`config.mk`:
```
export PLATFORM = sky130hd
export DESIGN_NAME = ilr_request_unit
export DESIGN_NICKNAME = d
export VERILOG_FILES = /design/src/rtl/ilr_pkg.sv /design/src/rtl/ilr_thread_fsm.sv /design/src/rtl/ilr_line_store.sv /design/src/rtl/ilr_retry_slot.sv /design/src/rtl/ilr_request_unit.sv
export SDC_FILE = /design/constraint.sdc
export NUM_CORES = 2
export LEC_CHECK = 0
export BUFFER_PORTS_ARGS = -buffer_cell sky130_fd_sc_hd__buf_2
export CELL_PAD_IN_SITES_DETAIL_PLACEMENT = 1
export CELL_PAD_IN_SITES_GLOBAL_PLACEMENT = 2
export CORE_UTILIZATION = 41
export DETAILED_ROUTE_END_ITERATION = 7
export PLACE_DENSITY = 0.85
export SYNTH_ARGS = -nofsm -noshare
export SYNTH_HDL_FRONTEND = slang
export SYNTH_HIERARCHICAL = 1
export SYNTH_SLANG_ARGS = --single-unit
```
`constraint.sdc`:
```
create_clock -name clk -period 5.54 [get_ports clk]
set_input_delay 0.554 -clock clk [delete_from_list [all_inputs] [get_ports clk]]
set_output_delay 0.554 -clock clk [all_outputs]
set_load 0.05 [all_outputs]
```
`src/rtl/ilr_pkg.sv`:
```
package ilr_pkg;

    typedef enum logic [2:0] {
        TS_RUN        = 3'd0,
        TS_WAIT_RSP   = 3'd1,
        TS_WAIT_RETRY = 3'd2,
        TS_DONE       = 3'd3,
        TS_BLOCKED    = 3'd4,
        TS_SQUASH     = 3'd5
    } thr_state_e;

    // A thread may start a new line request only from these states.
    function automatic logic may_issue(thr_state_e s);
        return (s == TS_RUN) || (s == TS_DONE);
    endfunction

    // Next state when no squash, fill, issue or retry event hits the thread.
    function automatic thr_state_e quiet_next(thr_state_e s, logic stall);
        thr_state_e n;
        n = s;
        case (s)
            TS_RUN, TS_DONE:        if (stall) n = TS_BLOCKED;
            TS_BLOCKED, TS_SQUASH:  n = stall ? TS_BLOCKED : TS_RUN;
            default:                n = s;
        endcase
        return n;
    endfunction

endpackage

```
`src/rtl/ilr_thread_fsm.sv`:
```
module ilr_thread_fsm
    import ilr_pkg::*;
(
    input  logic       clk,
    input  logic       rst,
    input  logic       squash_i,
    input  logic       fill_i,
    input  logic       issue_i,
    input  logic       port_ready_i,
    input  logic       retry_ok_i,
    input  logic       stall_i,
    output thr_state_e state_o
);

    thr_state_e state_q;
    thr_state_e state_d;

    always_comb begin
        if (squash_i)
            state_d = TS_SQUASH;
        else if (fill_i)
            state_d = stall_i ? TS_BLOCKED : TS_DONE;
        else if (issue_i)
            state_d = port_ready_i ? TS_WAIT_RSP : TS_WAIT_RETRY;
        else if (retry_ok_i)
            state_d = TS_WAIT_RSP;
        else
            state_d = quiet_next(state_q, stall_i);
    end

    always_ff @(posedge clk) begin
        if (rst) state_q <= TS_RUN;
        else     state_q <= state_d;
    end

    assign state_o = state_q;

    // a squash always lands in squash state
    a_r8_squash_state: assert property (@(posedge clk) disable iff (rst)
        squash_i |=> state_q == TS_SQUASH);

    // an accepted resend leads to wait-response unless squashed
    a_r5_retry_to_wait: assert property (@(posedge clk) disable iff (rst)
        (retry_ok_i && !squash_i) |=> state_q == TS_WAIT_RSP);

endmodule

```
`src/rtl/ilr_line_store.sv`:
```
module ilr_line_store #(
    parameter int NUM_THR = 4,
    parameter int TID_W   = 2,
    parameter int ADDR_W  = 32,
    parameter int LINE_W  = 128
) (
    input  logic                              clk,
    input  logic                              rst,
    input  logic                              issue_i,
    input  logic [TID_W-1:0]                  issue_tid_i,
    input  logic [ADDR_W-1:0]                 issue_line_i,
    input  logic                              fill_i,
    input  logic [TID_W-1:0]                  fill_tid_i,
    input  logic [LINE_W-1:0]                 fill_data_i,
    output logic [NUM_THR-1:0]                valid_o,
    output logic [NUM_THR-1:0][ADDR_W-1:0]    line_o,
    output logic [NUM_THR-1:0]                tag_o,
    output logic [NUM_THR-1:0][LINE_W-1:0]    data_o
);

    for (genvar t = 0; t < NUM_THR; t++) begin : g_thr
        logic              v_q;
        logic              tag_q;
        logic [ADDR_W-1:0] line_q;
        logic [LINE_W-1:0] data_q;
        logic              my_issue;
        logic              my_fill;

        assign my_issue = issue_i && (issue_tid_i == TID_W'(t));
        assign my_fill  = fill_i  && (fill_tid_i  == TID_W'(t));

        always_ff @(posedge clk) begin
            if (rst) begin
                v_q    <= 1'b0;
                tag_q  <= 1'b0;
                line_q <= '0;
                data_q <= '0;
            end else if (my_issue) begin
                v_q    <= 1'b0;
                tag_q  <= ~tag_q;
                line_q <= issue_line_i;
            end else if (my_fill) begin
                v_q    <= 1'b1;
                data_q <= fill_data_i;
            end
        end

        assign valid_o[t] = v_q;
        assign line_o[t]  = line_q;
        assign tag_o[t]   = tag_q;
        assign data_o[t]  = data_q;
    end

    // issuing clears the thread's valid flag
    a_r3_issue_clears: assert property (@(posedge clk) disable iff (rst)
        issue_i |=> !valid_o[$past(issue_tid_i)]);

    // a fill marks the buffer valid
    a_r7_fill_sets: assert property (@(posedge clk) disable iff (rst)
        (fill_i && !issue_i) |=> valid_o[$past(fill_tid_i)]);

endmodule

```
`src/rtl/ilr_retry_slot.sv`:
```
module ilr_retry_slot #(
    parameter int TID_W  = 2,
    parameter int ADDR_W = 32
) (
    input  logic              clk,
    input  logic              rst,
    input  logic              capture_i,
    input  logic [ADDR_W-1:0] cap_addr_i,
    input  logic [TID_W-1:0]  cap_tid_i,
    input  logic              cap_tag_i,
    input  logic              retry_i,
    input  logic              port_ready_i,
    input  logic              squash_i,
    input  logic [TID_W-1:0]  squash_tid_i,
    output logic              full_o,
    output logic [ADDR_W-1:0] addr_o,
    output logic [TID_W-1:0]  tid_o,
    output logic              tag_o,
    output logic              blocked_o,
    output logic              resend_o,
    output logic              resend_ok_o
);

    typedef struct packed {
        logic              full;
        logic [ADDR_W-1:0] addr;
        logic [TID_W-1:0]  tid;
        logic              tag;
    } slot_t;

    slot_t slot_q;
    logic  blocked_q;
    logic  owner_squashed;

    assign owner_squashed = squash_i && slot_q.full && (squash_tid_i == slot_q.tid);
    assign resend_o       = retry_i && slot_q.full && !owner_squashed;
    assign resend_ok_o    = resend_o && port_ready_i;

    always_ff @(posedge clk) begin
        if (rst) begin
            slot_q    <= '0;
            blocked_q <= 1'b0;
        end else if (capture_i) begin
            slot_q    <= '{full: 1'b1, addr: cap_addr_i, tid: cap_tid_i, tag: cap_tag_i};
            blocked_q <= 1'b1;
        end else begin
            if (owner_squashed || resend_ok_o)
                slot_q.full <= 1'b0;
            if (retry_i && (!resend_o || port_ready_i))
                blocked_q <= 1'b0;
        end
    end

    assign full_o    = slot_q.full;
    assign addr_o    = slot_q.addr;
    assign tid_o     = slot_q.tid;
    assign tag_o     = slot_q.tag;
    assign blocked_o = blocked_q;

    // squashing the slot owner empties the slot but keeps the block
    a_r8_owner_squash: assert property (@(posedge clk) disable iff (rst)
        (owner_squashed && !retry_i && !capture_i) |=> !full_o && blocked_o);

    // the slot is only occupied while the block is up
    a_r4_full_implies_blocked: assert property (@(posedge clk) disable iff (rst)
        full_o |-> blocked_o);

endmodule

```
`src/rtl/ilr_request_unit.sv`:
```
module ilr_request_unit
    import ilr_pkg::*;
#(
    parameter int NUM_THR    = 4,
    parameter int TID_W      = 2,
    parameter int ADDR_W     = 32,
    parameter int LINE_BYTES = 16,
    parameter int CNT_W      = 8
) (
    input  logic                       clk,
    input  logic                       rst,
    input  logic                       fetch_valid,
    input  logic [TID_W-1:0]           fetch_tid,
    input  logic [ADDR_W-1:0]          fetch_addr,
    input  logic                       irq_pending,
    input  logic [NUM_THR-1:0]         stall_in,
    input  logic                       squash_valid,
    input  logic [TID_W-1:0]           squash_tid,
    output logic                       req_valid,
    output logic [ADDR_W-1:0]          req_addr,
    output logic [TID_W-1:0]           req_tid,
    output logic                       req_tag,
    input  logic                       req_ready,
    input  logic                       retry_in,
    input  logic                       rsp_valid,
    input  logic [TID_W-1:0]           rsp_tid,
    input  logic                       rsp_tag,
    input  logic [LINE_BYTES*8-1:0]    rsp_data,
    output logic                       fetch_hit,
    output logic [LINE_BYTES*8-1:0]    line_data,
    output logic [NUM_THR-1:0]         line_valid,
    output logic [NUM_THR*3-1:0]       thread_state,
    output logic                       blocked,
    output logic [CNT_W-1:0]           drop_count
);

    localparam int LINE_W = LINE_BYTES * 8;
    localparam int OFF_W  = $clog2(LINE_BYTES);

    logic [NUM_THR-1:0]             buf_valid;
    logic [NUM_THR-1:0][ADDR_W-1:0] buf_line;
    logic [NUM_THR-1:0]             buf_tag;
    logic [NUM_THR-1:0][LINE_W-1:0] buf_data;
    thr_state_e                     thr_st [NUM_THR];

    logic              slot_full, slot_tag, slot_blocked, resend, resend_ok;
    logic [ADDR_W-1:0] slot_addr;
    logic [TID_W-1:0]  slot_tid;

    logic [ADDR_W-1:0] aligned;
    logic              hit, irq_hold, fetch_squashed, issue, capture, accept;
    logic [CNT_W-1:0]  drop_q;

    assign aligned        = {fetch_addr[ADDR_W-1:OFF_W], {OFF_W{1'b0}}};
    assign hit            = buf_valid[fetch_tid] && (buf_line[fetch_tid] == aligned);
    assign irq_hold       = irq_pending && (fetch_addr[1:0] == 2'b00);
    assign fetch_squashed = squash_valid && (squash_tid == fetch_tid);
    assign issue          = fetch_valid && !hit && !slot_blocked && !irq_hold
                            && !fetch_squashed && may_issue(thr_st[fetch_tid]);
    assign capture        = issue && !req_ready;
    assign accept         = rsp_valid && (thr_st[rsp_tid] == TS_WAIT_RSP)
                            && (rsp_tag == buf_tag[rsp_tid])
                            && !(squash_valid && (squash_tid == rsp_tid));

    assign req_valid = resend || issue;
    assign req_addr  = resend ? slot_addr : aligned;
    assign req_tid   = resend ? slot_tid  : fetch_tid;
    assign req_tag   = resend ? slot_tag  : ~buf_tag[fetch_tid];

    ilr_line_store #(
        .NUM_THR(NUM_THR), .TID_W(TID_W), .ADDR_W(ADDR_W), .LINE_W(LINE_W)
    ) u_store (
        .clk(clk), .rst(rst),
        .issue_i(issue), .issue_tid_i(fetch_tid), .issue_line_i(aligned),
        .fill_i(accept), .fill_tid_i(rsp_tid), .fill_data_i(rsp_data),
        .valid_o(buf_valid), .line_o(buf_line), .tag_o(buf_tag), .data_o(buf_data)
    );

    ilr_retry_slot #(.TID_W(TID_W), .ADDR_W(ADDR_W)) u_slot (
        .clk(clk), .rst(rst),
        .capture_i(capture), .cap_addr_i(aligned), .cap_tid_i(fetch_tid),
        .cap_tag_i(~buf_tag[fetch_tid]),
        .retry_i(retry_in), .port_ready_i(req_ready),
        .squash_i(squash_valid), .squash_tid_i(squash_tid),
        .full_o(slot_full), .addr_o(slot_addr), .tid_o(slot_tid), .tag_o(slot_tag),
        .blocked_o(slot_blocked), .resend_o(resend), .resend_ok_o(resend_ok)
    );

    for (genvar t = 0; t < NUM_THR; t++) begin : g_fsm
        ilr_thread_fsm u_fsm (
            .clk(clk), .rst(rst),
            .squash_i(squash_valid && (squash_tid == TID_W'(t))),
            .fill_i(accept && (rsp_tid == TID_W'(t))),
            .issue_i(issue && (fetch_tid == TID_W'(t))),
            .port_ready_i(req_ready),
            .retry_ok_i(resend_ok && (slot_tid == TID_W'(t))),
            .stall_i(stall_in[t]),
            .state_o(thr_st[t])
        );
        assign thread_state[3*t +: 3] = thr_st[t];
    end

    always_ff @(posedge clk) begin
        if (rst)                      drop_q <= '0;
        else if (rsp_valid && !accept) drop_q <= drop_q + 1'b1;
    end

    assign fetch_hit  = fetch_valid && hit;
    assign line_data  = buf_data[fetch_tid];
    assign line_valid = buf_valid;
    assign blocked    = slot_blocked;
    assign drop_count = drop_q;

    // requests are always line aligned
    a_r1_aligned: assert property (@(posedge clk) disable iff (rst)
        req_valid |-> (req_addr[OFF_W-1:0] == '0));

    // a refused issue raises the global block
    a_r4_refuse_blocks: assert property (@(posedge clk) disable iff (rst)
        (issue && !req_ready) |=> blocked);

    // silent port while blocked and no retry
    a_r4_quiet_blocked: assert property (@(posedge clk) disable iff (rst)
        (blocked && !retry_in) |-> !req_valid);

    // every dropped response bumps the counter
    a_r6_drop_counts: assert property (@(posedge clk) disable iff (rst)
        (rsp_valid && !accept) |=> drop_count == $past(drop_count) + 1'b1);

    // no request on a hit
    a_r2_hit_no_issue: assert property (@(posedge clk) disable iff (rst)
        (fetch_hit && !blocked) |-> !req_valid);

endmodule

```
=== Word-level counts from Yosys, hierarchy flattened ===
Index checks and enable logic that the tools add are counted.
W data, S select, Z words.

* Bits in registers: 685
* Input bits: 179

* Add/subtract/negate cells: 1
* $lt $le $gt $ge: 4
* Eq/ne operators: 39
* Multiplexer cells: 56
* Bitwise gates (word level): 11
* Reductions and logical operators: 98

{| class="wikitable"
|+ Operators by type and width
! operator !! number
|-
| $bmux W128 S2 || 1
|-
| $mux W128 || 1
|-
| $mux W3 || 32
|-
| $bmux W32 S2 || 1
|-
| $mux W32 || 2
|-
| $logic_and A1 B1 Y1 || 37
|-
| $eq A32 B32 Y1 || 1
|-
| $reduce_or A2 Y1 || 16
|-
| $eq A3 B3 Y1 const B || 8
|-
| $ne A6 B2 Y1 const B || 4
|-
| $pmux W3 S2 || 4
|-
| $reduce_and A2 Y1 || 12
|-
| $reduce_bool A6 Y1 || 4
|-
| $ne A5 B2 Y1 const B || 4
|-
| $reduce_bool A5 Y1 || 4
|-
| $eq A2 B2 Y1 const B || 8
|-
| $eq A3 B2 Y1 const B || 5
|-
| $logic_not A3 Y1 || 5
|-
| $bmux W3 S2 || 2
|-
| $logic_not A2 Y1 || 5
|-
| $logic_not A1 Y1 || 9
|-
| $not A1 Y1 || 9
|-
| $add A8 B1 Y8 const B || 1
|-
| $eq A2 B1 Y1 const B || 4
|-
| other kinds (11) || 30
|}

=== Longest topological paths before layout ===
* Depth after elaboration: 14
* Depth in mapped cells: 16
* Mapped depth without buffers: 10

=== Cells and area by module ===
Netlist, hierarchy kept.

{| class="wikitable"
|+ By module, submodules not included
! module !! times used !! cells each !! area an instance (um^2) !! seq. area each (um^2)
|-
| ilr_line_store || 1 || 2,397 || 24,765.0 || 12,972.4
|-
| ilr_request_unit || 1 || 392 || 5,373.9 || 160.2
|-
| ilr_retry_slot || 1 || 130 || 1,386.3 || 740.7
|-
| ilr_thread_fsm || 4 || 22 || 180.2 || 60.1
|}

=== Least setup slack after synthesis ===
Ideal clock, no wire load.

* Path kind: input port to flip-flop
* From: input port fetch_tid[0]
* To: register u_store.g_thr[0].data_q[106]
* Arrival time: 3.341 ns
* Slack: 2.077 ns
* Cell stages on the path: 15
* Path buffers: 8
* Path through: buf_6 -> buf_12 -> buf_2 -> mux4_2 -> xnor2_1 -> nand3_1 -> a31oi_2 -> buf_2 -> or3b_1 -> clkbuf_1 -> and2_1 -> clkbuf_1 -> buf_6 -> buf_6 -> mux2i_1

* Cells in the longest elaborated chain, start to end: 13
* Elaborated cells between the ends (all ways): 26

{| class="wikitable"
|+ RTL lines
! item !! line !! source
|-
| start: declaration || ilr_request_unit.sv:13 || <nowiki>input logic [TID_W-1:0] fetch_tid,</nowiki>
|-
| $bmux W32 S2 || ilr_request_unit.sv:55 || <nowiki>assign hit = buf_valid[fetch_tid] && (buf_line[fetch_tid] == aligned);</nowiki>
|-
| $mux W32 (implied by the code) || ilr_request_unit.sv:55 ||
|-
| $eq A32 B32 Y1 || ilr_request_unit.sv:55 ||
|-
| $logic_and A1 B1 Y1 || ilr_request_unit.sv:55 ||
|-
| $logic_not A1 Y1 || ilr_request_unit.sv:58 || <nowiki>assign issue = fetch_valid && !hit && !slot_blocked && !irq_hold</nowiki>
|-
| $logic_and A1 B1 Y1 (3 in a row) || ilr_request_unit.sv:58 ||
|-
| $logic_and A1 B1 Y1 || ilr_request_unit.sv:59 || <nowiki>&& !fetch_squashed && may_issue(thr_st[fetch_tid]);</nowiki>
|-
| $logic_and A1 B1 Y1 (*) || ilr_request_unit.sv:59 ||
|-
| net issue || ilr_request_unit.sv:51 || <nowiki>logic hit, irq_hold, fetch_squashed, issue, capture, accept;</nowiki>
|-
| $logic_and A1 B1 Y1 (*) || ilr_line_store.sv:29 || <nowiki>assign my_issue = issue_i && (issue_tid_i == TID_W'(t));</nowiki>
|-
| $not A1 Y1 (no line) (*) || -- ||
|-
| $reduce_and A2 Y1 (no line) (*) || -- ||
|-
| end signal: assignment || ilr_line_store.sv:44 || <nowiki>data_q <= fill_data_i;</nowiki>
|-
| end: declaration || ilr_line_store.sv:25 || <nowiki>logic [LINE_W-1:0] data_q;</nowiki>
|}

The timed path passes the listed nets; every way through them passes the cells marked *. The select of a mux whose other input is x is not followed.
A chain may end at the register's enable or synchronous reset.

=== Worst setup path after layout ===
* From: input port fetch_tid[0]
* To: output port line_data[1]

* Cells in the longest elaborated chain, start to end: 2

{| class="wikitable"
|+ RTL lines
! item !! line !! source
|-
| $bmux W128 S2 || ilr_request_unit.sv:109 || <nowiki>assign line_data = buf_data[fetch_tid];</nowiki>
|-
| $mux W128 (implied by the code) || ilr_request_unit.sv:109 ||
|-
| end: declaration || ilr_request_unit.sv:30 || <nowiki>output logic [LINE_BYTES*8-1:0] line_data,</nowiki>
|}

Every way passes these cells. The select of a mux whose other input is x is not followed.

==> results.cfg <==
[yosys]
yosysWarnings = 6
yosysMostFrequentCell = dfxtp_1
synth_top_flop_cell = dfxtp_1
avgSynthCellArea_um2 = 10.7
synth_cells = 3007
synth_edf_count = 0
yosysUniqueCellTypes = 49
synth_area_leader_cell = dfxtp_1
synth_area_um2 = 32200
ys_seq_area_frac = 0.438
yosysTopAreaCellShare = 0.438
synth_common_cells = dfxtp_1 (705), nand2b_1 (646), mux2i_1 (552), nand2_1 (279), mux4_2 (159)
synthArstFlopShare = 0
synth-seq-cells = 705
yosys-top-cells-area = dfxtp_1 (44%), mux2i_1 (17%), nand2b_1 (13%)

[route]
drt_iter0_markers = 1048
postRouteAntennaNets = 0
first_pass_iters = 5
wl_mm = 91.4
drc = 0
num_vias = 23077
wl_per_cell_um = 20.8
via_per_inst = 5.25

[power]
power_mw = 11.5
p_sw_mw = 2.82
combPwrFrac = 0.080
pwr-share-seq = 0.451
p_clk_frac = 0.468
powerDensity_nw_per_um2 = 306
leakage_nw = 16.3
p_int_mw = 8.69
p_sw_frac = 0.245
ir_drop_v = 0.000192

[grt]
grt_pass1_wl_mm = 141
grt_usage = 0.225
grt_pass1_vias = 25476
antenna_found_initial = 15
grt_max_degree = 220
overflow = 0

[die]
dieArea_um2 = 79800
die_w_um = 282
io_pins = 369
rows = 102
start_util = 0.416
die_h_um = 282
coreArea_um2 = 77600

[cts]
h-tree-depth = 3
numCtsBuffers = 82
clock_path_buffers = 3
post_cts_buffers = 0
clockRootBuffer = clkbuf_16
tritoncts = done
cts_hold_buf = 0
clk_pin_slew_ns = 0.06
clk_latency_ns = 0.63
cts_resized = 0
cts.sinks = 705

[worst_setup_path]
cpMaxStageDelayCell = buf_4
critical_path.most_common_cell = buf_4
crit_family = buffers and inverters
slowest_delay_ns = 0.86
critPathRequiredTime_ns = 4.99
cp-start-kind = input port
cp_max_fo = 66
worst_setup_path_end_kind = primary output
crit_chain = buf_8, buf_4, buf_4, mux4_2, buf_2
crit_type = in2out
crit_buf_inv = 4
critPathArrivalTime_ns = 3.78

[outcome]
outcome = finished, final reports clean

[placed_design]
portBuffers = 366
dp_hpwl_mm = 58.5
gp_congestion = 0.804

[timing]
hold_viol = 0
setup_violations = 0
drv_slew = 0
min_period_over_period = 0.782
min_period_ns = 4.33
max_slew_margin = 0.300
rsz0062_at_grt = false
worstMarginPinSlew_ns = 1.05
max_freq_ghz = 0.231
skew_ns = 0.0326
tns_ns = 0

[run]
maxCapViolCount = 0

[cells_and_area]
fin_nets = 3466
layout-drive-gt1-share = 0.224
fillers = 8553
syn_to_final_growth_pct = 16.6
multi_input_area_um2 = 17100
ff_latch_area_um2 = 14100

[min_path]
min_path_type = in2reg
## power groups by stage
| stage | logic, mW | registers [mW] | clock network [mW] |
|---|---|---|---|
| floorplan | 0.627 | 5.31 | 0 |
| detailed placement | 0.930 | 5.30 | 0 |
| CTS | 0.934 | 5.19 | 5.54 |
| global placement | 0.901 | 5.29 | 0 |
| finish | 0.924 | 5.19 | 5.39 |
| global route | 0.990 | 5.20 | 5.76 |
## worst min-delay path, cell delays in order
cell	delay (ns)
buf_2	0.14
nand2_1	0.06
a21oi_1	0.05
## routing by layer
metal  vias to the layer above  track usage  wire (um)
li1                      10870            -          -
met1                     11666        0.262      37800
met5                         -            0         68
met4                        10       0.0678       1990
met2                       390        0.417      48000
met3                       141       0.0373       3620
## path summary, 6_finish.rpt
path | start | to | slack, ns | depth (start not counted)
setup / recovery | fetch_tid[0] | line_data[1] | 1.21 | 5
hold / removal | fetch_addr[17] | u_store/g_thr[2].line_q[17]$_SDFFE_PP0P_ | 0.23 | 3
setup reg to reg | g_fsm[0].u_fsm/state_o[1]$_SDFFE_PP0P_ | u_store/g_thr[1].data_q[46]$_SDFFE_PP0P_ | 1.80 | 8
hold reg to reg | u_store/g_thr[1].line_q[10]$_SDFFE_PP0P_ | u_store/g_thr[1].line_q[10]$_SDFFE_PP0P_ | 0.45 | 2
## metrics by stage
| stage | setup WS [ns] | hold WS (ns) | utilization | area [um^2] | cells |
|---|---|---|---|---|---|
| 3_3_place_gp | 0.973 | 0.438 | 0.449 | 34900 | 4242 |
| 3_5_place_dp | 0.893 | 0.447 | 0.449 | 34900 | 4242 |
| 6_report | 1.21 | 0.233 | 0.484 | 37600 | 4398 |
| 4_1_cts | 0.992 | 0.193 | 0.484 | 37600 | 4391 |
| 2_1_floorplan | 2.08 | 0.433 | - | 32300 | 3026 |
| 5_1_grt | 0.828 | 0.219 | 0.484 | 37600 | 4398 |
## logic make-up (layout without fill, tap and decap cells)
kind of cell / count (synthesis) / count (layout) / share of synthesized area
AND/OR/NAND/NOR: 1082 / 1082 / 0.185
AO/OA/AOI/OAI: 176 / 176 / 0.0318
XOR/XNOR: 56 / 56 / 0.0154
buffers and inverters: 244 / 569 / 0.0367
multiplexers: 742 / 742 / 0.293
adder cells (fa/ha/maj): 1 / 1 / 0.000388
other: 1 / 27 / 0.000116
flip-flops: 705 / 705 / 0.438
## final cells by class
| cell class | count | share of cell area |
|---|---|---|
| Antenna cell | 7 | 0.000466 |
| Clock buffer | 127 | 0.0661 |
| Clock inverter | 22 | 0.00563 |
| Inverter | 8 | 0.000799 |
| Multi-Input combinational cell | 2077 | 0.454 |
| Sequential cell | 705 | 0.376 |
| Tap cell | 1040 | 0.0346 |
| Timing Repair Buffer | 412 | 0.0630 |
## cell usage in the layout (no fill, tap or decap), drive strengths merged, types with 2 or more instances in the layout
cell type	count
conb	20
o21ai	8
nand2	279
nor3b	9
or3	4
a21oi	139
nand4	14
nand3b	5
and3b	8
nand4b	4
nor4	6
nand2b	646
clkinv	14
mux4	159
xnor2	43
nor2	65
nor3	7
and2	6
buf	411
dfxtp	705
clkbuf	128
nand3	9
bufinv	2
and3	8
nor2b	9
a211oi	4
clkinvlp	4
xor2	13
diode	7
a31oi	17
mux2	31
mux2i	552
inv	10
## state kept, by name, summed over array words and instances, names as in the netlist
register              cells
drop_count                8
u_slot/full_o             1
u_store/g_thr.data_q    512
u_store/g_thr.tag_q       4
u_slot/blocked_o          1
u_store/g_thr.v_q         4
u_store/g_thr.line_q    128
u_slot/addr_o            32
u_slot/tag_o              1
g_fsm.u_fsm/state_o      12
u_slot/tid_o              2
Power figures use the tool's default switching activity.
